### config.mk
export PLATFORM = sky130hd
export DESIGN_NAME = cpic_top
export DESIGN_NICKNAME = d
export VERILOG_FILES = /design/src/rtl/cpic_pkg.sv /design/src/rtl/cpic_hi_pick.sv /design/src/rtl/cpic_req_capture.sv /design/src/rtl/cpic_ack_fsm.sv /design/src/rtl/cpic_top.sv
export SDC_FILE = /design/constraint.sdc
export NUM_CORES = 1
export LEC_CHECK = 0
export BUFFER_PORTS_ARGS = -buffer_cell sky130_fd_sc_hd__buf_2
export CORE_ASPECT_RATIO = 0.6
export CORE_UTILIZATION = 50
export DETAILED_ROUTE_END_ITERATION = 8
export PLACE_DENSITY = 0.79
export SLEW_MARGIN = 20
export SYNTH_ARGS = -nofsm -noshare
export SYNTH_HDL_FRONTEND = slang
export SYNTH_HIERARCHICAL = 1
export SYNTH_SLANG_ARGS = --single-unit
### constraint.sdc
create_clock -name clk -period 1.9 [get_ports clk]
set_input_delay 0.38 -clock clk [delete_from_list [all_inputs] [get_ports clk]]
set_output_delay 0.38 -clock clk [all_outputs]
set_load 0.02 [all_outputs]
### src/rtl/cpic_pkg.sv
package cpic_pkg;

  typedef enum logic [1:0] {
    ACK_IDLE    = 2'd0,
    ACK_SLV_REQ = 2'd1,
    ACK_SLV_REL = 2'd2,
    ACK_UP_HOLD = 2'd3
  } ack_state_e;

  localparam logic [1:0] CFG_MASK    = 2'd0;
  localparam logic [1:0] CFG_BASE    = 2'd1;
  localparam logic [1:0] CFG_CASCADE = 2'd2;
  localparam logic [1:0] CFG_EOI     = 2'd3;

endpackage

### src/rtl/cpic_hi_pick.sv
module cpic_hi_pick #(
  parameter int N = 8
) (
  input  logic [N-1:0] vec_i,
  output logic [N-1:0] onehot_o,
  output logic         any_o
);

  logic found;

  always_comb begin
    onehot_o = '0;
    found    = 1'b0;
    for (int i = N - 1; i >= 0; i--) begin
      if (vec_i[i] && !found) begin
        onehot_o[i] = 1'b1;
        found       = 1'b1;
      end
    end
  end

  assign any_o = |vec_i;

endmodule

### src/rtl/cpic_req_capture.sv
module cpic_req_capture #(
  parameter int N = 8
) (
  input  logic         clk,
  input  logic         rst_n,
  input  logic [N-1:0] irq_i,
  input  logic [N-1:0] mask_i,
  input  logic [N-1:0] clr_i,
  output logic [N-1:0] pend_o
);

  logic [N-1:0] irq_q;
  logic [N-1:0] rise;
  logic [N-1:0] pend_q;

  assign rise = irq_i & ~irq_q;

  always_ff @(posedge clk or negedge rst_n) begin
    if (!rst_n) begin
      irq_q  <= '0;
      pend_q <= '0;
    end else begin
      irq_q  <= irq_i;
      pend_q <= (pend_q | (rise & ~mask_i)) & ~clr_i;
    end
  end

  assign pend_o = pend_q;

  // A pending bit only appears where an unmasked edge was seen
  assert_masked_ignored_R2: assert property (@(posedge clk) disable iff (!rst_n)
    ((pend_q & ~$past(pend_q)) & ~$past(rise & ~mask_i)) == '0);

endmodule

### src/rtl/cpic_ack_fsm.sv
module cpic_ack_fsm
  import cpic_pkg::*;
#(
  parameter int N     = 8,
  parameter int VEC_W = 8,
  parameter int LW    = $clog2(N),
  parameter int OFF_W = VEC_W - LW
) (
  input  logic             clk,
  input  logic             rst_n,
  input  logic             up_req_i,
  input  logic [N-1:0]     pend_onehot_i,
  input  logic             pend_any_i,
  input  logic [N-1:0]     cascade_i,
  input  logic [OFF_W-1:0] base_i,
  input  logic             slave_present_i,
  input  logic             sl_ack_i,
  input  logic [VEC_W-1:0] sl_vector_i,
  output logic [N-1:0]     grant_o,
  output logic             up_ack_o,
  output logic [VEC_W-1:0] up_vector_o,
  output logic             sl_req_o
);

  ack_state_e       state_q;
  logic [VEC_W-1:0] vec_q;
  logic [LW-1:0]    win_idx;
  logic             win_cascade;
  logic             accept;

  always_comb begin
    win_idx = '0;
    for (int i = 0; i < N; i++) begin
      if (pend_onehot_i[i]) win_idx = LW'(i);
    end
  end

  assign win_cascade = |(pend_onehot_i & cascade_i);
  assign accept      = (state_q == ACK_IDLE) && up_req_i;
  assign grant_o     = accept ? pend_onehot_i : '0;

  always_ff @(posedge clk or negedge rst_n) begin
    if (!rst_n) begin
      state_q <= ACK_IDLE;
      vec_q   <= '0;
    end else begin
      unique case (state_q)
        ACK_IDLE: begin
          if (up_req_i) begin
            if (pend_any_i && win_cascade && slave_present_i) begin
              state_q <= ACK_SLV_REQ;
            end else begin
              state_q <= ACK_UP_HOLD;
              vec_q   <= pend_any_i ? {base_i, win_idx} : {base_i, {LW{1'b1}}};
            end
          end
        end
        ACK_SLV_REQ: begin
          if (sl_ack_i) begin
            vec_q   <= sl_vector_i;
            state_q <= ACK_SLV_REL;
          end
        end
        ACK_SLV_REL: begin
          if (!sl_ack_i) state_q <= ACK_UP_HOLD;
        end
        ACK_UP_HOLD: begin
          if (!up_req_i) state_q <= ACK_IDLE;
        end
        default: state_q <= ACK_IDLE;
      endcase
    end
  end

  assign up_ack_o    = (state_q == ACK_UP_HOLD);
  assign sl_req_o    = (state_q == ACK_SLV_REQ);
  assign up_vector_o = vec_q;

  assert_ack_hold_R10: assert property (@(posedge clk) disable iff (!rst_n)
    (up_ack_o && up_req_i) |=> up_ack_o);

  assert_vec_stable_R10: assert property (@(posedge clk) disable iff (!rst_n)
    (up_ack_o && up_req_i) |=> $stable(up_vector_o));

  assert_slave_hold_R6: assert property (@(posedge clk) disable iff (!rst_n)
    (sl_req_o && !sl_ack_i) |=> sl_req_o);

  assert_grant_single_R5: assert property (@(posedge clk) disable iff (!rst_n)
    $onehot0(grant_o));

endmodule

### src/rtl/cpic_top.sv
module cpic_top
  import cpic_pkg::*;
#(
  parameter int NUM_LINES = 8,
  parameter int VEC_W     = 8,
  localparam int LINE_W   = $clog2(NUM_LINES),
  localparam int OFF_W    = VEC_W - LINE_W
) (
  input  logic                 clk,
  input  logic                 rst_n,
  input  logic [NUM_LINES-1:0] irq_i,
  input  logic                 cfg_we_i,
  input  logic [1:0]           cfg_sel_i,
  input  logic [VEC_W-1:0]     cfg_wdata_i,
  output logic                 int_o,
  input  logic                 up_req_i,
  output logic                 up_ack_o,
  output logic [VEC_W-1:0]     up_vector_o,
  input  logic                 slave_present_i,
  output logic                 sl_req_o,
  input  logic                 sl_ack_i,
  input  logic [VEC_W-1:0]     sl_vector_i
);

  logic [NUM_LINES-1:0] mask_q;
  logic [NUM_LINES-1:0] cascade_q;
  logic [OFF_W-1:0]     base_q;
  logic [NUM_LINES-1:0] isr_q;
  logic [NUM_LINES-1:0] pend;
  logic [NUM_LINES-1:0] pend_onehot;
  logic                 pend_any;
  logic [NUM_LINES-1:0] isr_onehot;
  logic                 isr_any;
  logic [NUM_LINES-1:0] grant;
  logic [NUM_LINES-1:0] blocked;
  logic                 eoi;

  assign eoi = cfg_we_i && (cfg_sel_i == CFG_EOI);

  always_ff @(posedge clk or negedge rst_n) begin
    if (!rst_n) begin
      mask_q    <= '1;
      cascade_q <= '0;
      base_q    <= '0;
    end else if (cfg_we_i) begin
      if (cfg_sel_i == CFG_MASK)    mask_q    <= cfg_wdata_i[NUM_LINES-1:0];
      if (cfg_sel_i == CFG_BASE)    base_q    <= cfg_wdata_i[VEC_W-1:LINE_W];
      if (cfg_sel_i == CFG_CASCADE) cascade_q <= cfg_wdata_i[NUM_LINES-1:0];
    end
  end

  cpic_req_capture #(.N(NUM_LINES)) u_capture (
    .clk    (clk),
    .rst_n  (rst_n),
    .irq_i  (irq_i),
    .mask_i (mask_q),
    .clr_i  (grant),
    .pend_o (pend)
  );

  cpic_hi_pick #(.N(NUM_LINES)) u_pend_pick (
    .vec_i    (pend),
    .onehot_o (pend_onehot),
    .any_o    (pend_any)
  );

  cpic_hi_pick #(.N(NUM_LINES)) u_isr_pick (
    .vec_i    (isr_q),
    .onehot_o (isr_onehot),
    .any_o    (isr_any)
  );

  cpic_ack_fsm #(.N(NUM_LINES), .VEC_W(VEC_W)) u_ack (
    .clk             (clk),
    .rst_n           (rst_n),
    .up_req_i        (up_req_i),
    .pend_onehot_i   (pend_onehot),
    .pend_any_i      (pend_any),
    .cascade_i       (cascade_q),
    .base_i          (base_q),
    .slave_present_i (slave_present_i),
    .sl_ack_i        (sl_ack_i),
    .sl_vector_i     (sl_vector_i),
    .grant_o         (grant),
    .up_ack_o        (up_ack_o),
    .up_vector_o     (up_vector_o),
    .sl_req_o        (sl_req_o)
  );

  always_ff @(posedge clk or negedge rst_n) begin
    if (!rst_n) begin
      isr_q <= '0;
    end else begin
      isr_q <= (isr_q & ~(eoi ? isr_onehot : '0)) | grant;
    end
  end

  // Input L is shadowed when any in-service bit sits at L or above
  for (genvar l = 0; l < NUM_LINES; l++) begin : g_block
    assign blocked[l] = |isr_q[NUM_LINES-1:l];
  end

  assign int_o = |(pend & ~blocked);

  assert_int_pending_R4: assert property (@(posedge clk) disable iff (!rst_n)
    int_o |-> pend_any);

  assert_eoi_single_R9: assert property (@(posedge clk) disable iff (!rst_n)
    (eoi && isr_any && (grant == '0)) |=>
      ($countones(isr_q) == $countones($past(isr_q)) - 1));

  assert_grant_pending_R5: assert property (@(posedge clk) disable iff (!rst_n)
    (grant != '0) |-> ((grant & pend) == grant));

endmodule

Yosys cells after proc, flatten, opt, wreduce, memory -nomap -nowiden
Index checks and enable logic that the tools add are counted.
Storage, ports and cells
  register bits: 55
  logic and storage cells: 130
Operators by class
  eq/ne operators: 11
  mux-type cells: 48
  bitwise gates (word level): 13
  reduce and logical (&&, ||, !) cells: 50
Operator list (number)
  AND 8 bit: 6
  2-to-1 mux 8 bit: 5
  inverter 8 bit: 5
  OR reduction 8 bit: 4
  2-to-1 mux 1 bit: 29
  2-to-1 mux 3 bit: 7
  logical AND 1 bit: 18
  OR 8 bit: 2
  case mux 8 bit (2 select lines): 1
  zero test 1 bit: 14
  2-to-1 mux 2 bit: 5
  == test 2 bit, second input constant: 4
  != test 2 bit, second input constant: 4
  case mux 2 bit (4 select lines): 1
  AND reduction 4 bit: 2
  OR reduction 7 bit: 1
  AND reduction 2 bit: 3
  OR reduction 6 bit: 1
  OR reduction 5 bit: 1
  == test 2 x 1 -> 1 bit, second input constant: 2
  zero test 2 bit: 2
  OR reduction 4 bit: 1
  OR reduction 3 bit: 1
  != test 2 x 1 -> 1 bit, second input constant: 1
  2 further kinds: 2

Longest topological paths before layout
  word-level depth: 30
  depth in mapped cells: 8
  gate-level depth less buffers: 7

Hierarchy
The synthesis kept the hierarchy.
By module, submodules not included
  cpic_top: instances 1, cells an instance 84, area an instance 1191.1 µm², sequential area each 735.7 µm²
  cpic_ack_fsm: instances 1, cells an instance 71, area an instance 764.5 µm², sequential area each 250.2 µm²
  cpic_req_capture: instances 1, cells an instance 40, area an instance 540.5 µm², sequential area each 400.4 µm²
  cpic_hi_pick: instances 2, cells an instance 12, area an instance 98.8 µm², sequential area each 0.0 µm²

Worst setup path before layout
OpenSTA, ideal clock, no wires.
  path type: reg2reg
  from: register u_capture.pend_q[7], in the netlist u_capture/pend_o[7]
  to: register u_ack.vec_q[0], in the netlist u_ack/up_vector_o[0]
  setup time: 0.125 ns
  arrival time: 1.982 ns
  slack: -0.207 ns
  cell stages (with the launch flop): 9
  buffers on the path: 1
  period minus slack after synthesis: 2.107 ns
  cells stage by stage: dfrtp_1 > nor4_4 > and3b_2 > a22o_1 > a221oi_2 > nand3_1 > a221o_1 > buf_6 > mux2_4
RTL lines
  start, declared: line cpic_req_capture.sv:14  | logic [N-1:0] pend_q;
  start signal, assigned: line cpic_req_capture.sv:24  | pend_q <= (pend_q | (rise & ~mask_i)) & ~clr_i;
  2-to-1 mux 1 bit (*): line cpic_hi_pick.sv:15  | if (vec_i[i] && !found) begin
  zero test 1 bit: line cpic_hi_pick.sv:15
  logical AND 1 bit: line cpic_hi_pick.sv:15
  2-to-1 mux 1 bit (*): line cpic_hi_pick.sv:15
  zero test 1 bit: line cpic_hi_pick.sv:15
  logical AND 1 bit: line cpic_hi_pick.sv:15
  2-to-1 mux 1 bit (*): line cpic_hi_pick.sv:15
  zero test 1 bit: line cpic_hi_pick.sv:15
  (+6 left out)
  logical AND 1 bit (*): line cpic_hi_pick.sv:15
  2-to-1 mux 1 bit (*): line cpic_hi_pick.sv:15
  net pend_onehot[2]: line cpic_top.sv:30  | logic [NUM_LINES-1:0] pend_onehot;
  2-to-1 mux 3 bit (6 in a row): line cpic_ack_fsm.sv:34  | if (pend_onehot_i[i]) win_idx = LW'(i);
  2-to-1 mux 3 bit: line cpic_ack_fsm.sv:54  | vec_q <= pend_any_i ? {base_i, win_idx} : {base_i, {LW{1'b1}}};
  2-to-1 mux 8 bit: line cpic_ack_fsm.sv:50  | if (pend_any_i && win_cascade && slave_present_i) begin
  2-to-1 mux 8 bit: line cpic_ack_fsm.sv:49  | if (up_req_i) begin
  case mux 8 bit (2 select lines): line cpic_ack_fsm.sv:47  | unique case (state_q)
  end signal, assigned: line cpic_ack_fsm.sv:54
  end signal, assigned: line cpic_ack_fsm.sv:60  | vec_q <= sl_vector_i;
  end, declared: line cpic_ack_fsm.sv:26  | logic [VEC_W-1:0] vec_q;
The timed path passes the listed nets; every way through them passes the cells marked *. The select of a mux whose other input is x is not followed.
A chain may end at the register's enable or synchronous reset.

Worst setup path in the final report
  from: register u_capture.pend_q[4], in the netlist u_capture/pend_o[4]
  to: register u_ack.vec_q[3], in the netlist u_ack/up_vector_o[3]
RTL lines
  logical AND 1 bit (*): line cpic_hi_pick.sv:15
  2-to-1 mux 1 bit (*): line cpic_hi_pick.sv:15
  zero test 1 bit: line cpic_hi_pick.sv:15
  logical AND 1 bit: line cpic_hi_pick.sv:15
  2-to-1 mux 1 bit (*): line cpic_hi_pick.sv:15
  zero test 1 bit (*): line cpic_hi_pick.sv:15
  logical AND 1 bit (*): line cpic_hi_pick.sv:15
  2-to-1 mux 1 bit (*): line cpic_hi_pick.sv:15
  net pend_onehot[2]: line cpic_top.sv:30
  AND 8 bit (*): line cpic_ack_fsm.sv:38  | assign win_cascade = |(pend_onehot_i & cascade_i);
  OR reduction 8 bit (*): line cpic_ack_fsm.sv:38
  logical AND 1 bit (*) (2 in a row): line cpic_ack_fsm.sv:50
  != test 2 bit (no line) (*)
  AND reduction 4 bit (no line) (*)
The timed path passes the listed nets; every way through them passes the cells marked *.

==> summary.md <==
| Metric | Value |
|---|---|
| Number of cells traversed by the worst register-to-register path | 8 |
| Vertical die dimension | 58.8 µm |
| Final worst path period need | roughly 2200 ps |
| Smallest setup slack after layout | -273 ps |
| Count of antenna-violating nets left after detailed routing | 0 |
| Core occupancy in the finished layout | 0.654 |
| Filler cell count | roughly 420 |
| Unrepaired setup endpoints after global routing | yes |
| Net count after synthesis | between 200 and 300 |
| First-pass GRT wire length | between 9000 and 10000 µm |
| Max Slew Vio Count | 0 |
| Starting DRT DRC Count | ~70 |
| Hold WC Path Type | primary input to async pin |
| Critical path required time | between 2000 and 2500 ps |
| Avg WL per Cell | around 17 µm |
| Failing checks | negative setup slack |
| Maximum number of pins on one net before global-route repair | 24 |
| Avg Synthesized Cell Area | 12.4 µm² |
| Clock transition at the registers of the reported paths | 110 ps |
| Maximum fanout along the worst path | 8 |
| Clock tree buffer depth | 2 |
| Source of the worst register-to-register timing path | u_capture/pend_o[4] |
| TritonCTS buffer count | 5 |
| Number of placed instances, taps included | between 300 and 400 |
| Core area | approximately 5100 µm² |
| Worst hold margin | 41.7 ps |
| Crit Path Class | register to register |
| Crit path launch | u_capture/pend_o[4] |
| Vias per std cell | about 5.4 |
| DRC violations left | 0 |
| Count of mapped cells out of synthesis | about 220 |
| CP startpoint kind | register |
| Die area | around 5700 µm² |
| IO Pins | 43 |
| Final nets | 329 |
| Post-Layout Cell Count | about 360 |
| Clk_lat worst skew | about 320 ps |
| Number of core rows | 20 |
| Fmax achieved | ~0.46 GHz |
| Clock Skews | 6.15 ps |
| Max-cap violations | 0 |
| Outcome | finished, violations left |
| Remaining Overflow, GRT | 0 |
| Lkg Pwr | between 1.5 and 2 nW |
| Syn-to-layout area delta | 24.4% |
| Worst vdd rail ir drop | approximately 0.77 mV |
| Vias in the first global route | about 1.9k |
| Final worst path period share | 1.14 |
| Synth Warn # | 6 |
| CTS Root Buffer Type | sky130_fd_sc_hd__clkbuf_8 |
| First-pass iteration count of the detailed router | 4 |
| Capturing element type of the critical path | register |
| Total number of vias | about 1.9k |
| Number of levels the H-tree was split into | 2 |
| Critical path arrival | ~2400 ps |
| Max_slew headroom | 0.629 |
| Inserted Diodes | 0 |
| Number of hold violations in the final report | 0 |
| TritonCTS clock tree | built |
| Routability Congestion | just under 0.9 |
| Count of endpoints failing setup in the final report | 9 |
| Port Buffers | 42 |
| Sinks on Clock Net | 55 |
| Share of post-route cells with drive strength above 1 | 0.502 |
| Area occupied by registers | approximately 1400 µm² |
| Post-CTS Hold Buffers | 0 |
| Multi-input gate area | between 1000 and 1500 µm² |
| Cell area power density | around 1300 nW/µm² |
| Syn Std Cell Area | 2690 µm² |
| Width of the die | slightly below 100 µm |
| WL final | 6040 µm |
| Initial antenna violation count | 0 |
| Overall routing resource usage | 0.230 |
| Initial Utilization | 0.526 |
| Tightest Pin Transition | roughly 560 ps |
| HPWL after detailed placement | about 4600 µm |
## cells in the final DEF, fill, tap and decap left out, types with 3 or more instances in the layout
master and count:
sky130_fd_sc_hd__nor2_1 10, sky130_fd_sc_hd__a21o_1 8, sky130_fd_sc_hd__ha_1 5, sky130_fd_sc_hd__nor3_1 3, sky130_fd_sc_hd__a21oi_1 11, sky130_fd_sc_hd__nand2_1 8, sky130_fd_sc_hd__mux2_2 26, sky130_fd_sc_hd__inv_1 16
sky130_fd_sc_hd__or3b_1 8, sky130_fd_sc_hd__mux2_4 9, sky130_fd_sc_hd__and3_1 7, sky130_fd_sc_hd__o21ai_0 3, sky130_fd_sc_hd__buf_2 41, sky130_fd_sc_hd__buf_4 29, sky130_fd_sc_hd__dfstp_2 8, sky130_fd_sc_hd__nor2b_1 3
sky130_fd_sc_hd__and3_2 5, sky130_fd_sc_hd__clkbuf_8 6, sky130_fd_sc_hd__dfrtp_1 46
## registers in the layout, indices dropped and copies added, names as in the netlist
signal             cells
u_ack/up_vector_o      8
u_capture/irq_q        8
mask_q                 8
u_capture/pend_o       8
u_ack/state_q          2
base_q                 5
isr_q                  8
cascade_q              8
## path summary, 6_finish.rpt
kind	to	slack (ps)
max reg2reg	u_ack/up_vector_o[3]	-270
max in group asynchronous	mask_q[7]	1250
max	u_ack/up_vector_o[3]	-270
min reg2reg	u_capture/pend_o[5]	510
min in group clk	u_capture/irq_q[0]	180
min	u_ack/state_q[0]	40
## routing by layer
layer  global-route usage  up-vias  part of all wire
met3               0.0451        6             0.053
met1                0.352      945              0.52
li1                     -      929                 -
met4               0.0448        0            0.0086
met5                    0        -                 0
met2                0.340       48              0.42
## metrics by stage
step	setup slack [ps]	power (mW)	cell area, µm²	TNS [ps]
after floorplan	-151	2.84	2690	-1210
after global placement	-164	3.29	3170	-1310
after detailed placement	-234	3.35	3170	-1860
after CTS	-197	4.16	3330	-1560
after global routing	-336	4.41	3340	-2800
final	-273	4.18	3340	-2110
## cell type report
cell class	count	area share
flip-flops and latches	55	0.416
multi-input cells	141	0.372
repair buffers	73	0.139
clock buffers	6	0.0247
well taps	66	0.0247
inverters	16	0.0180
clock inverters	2	0.00525
## critical path, stage by stage (launching register included)
cell	delay, ps
sky130_fd_sc_hd__dfrtp_1	420
sky130_fd_sc_hd__nor4_4	70
sky130_fd_sc_hd__and3b_2	200
sky130_fd_sc_hd__a22o_1	210
sky130_fd_sc_hd__a221oi_2	230
sky130_fd_sc_hd__nand3_2	150
sky130_fd_sc_hd__a221o_1	330
sky130_fd_sc_hd__buf_6	160
sky130_fd_sc_hd__mux2_4	310
## timing repair
item / 4_1_cts / 5_1_grt
resized for setup: 8 / 3
endpoints found under the setup margin: 10 / 10
buffers inserted: 2 / 0
pin swaps: 5 / 1
## power breakdown
| part | internal [mW] | total, mW | switching (mW) |
|---|---|---|---|
| registers | 1.46 | 1.64 | 0.182 |
| logic | 0.941 | 1.82 | 0.878 |
| clock network | 0.306 | 0.716 | 0.410 |
| total | 2.71 | 4.18 | 1.47 |
No activity file was read; power rests on OpenSTA's default activity.
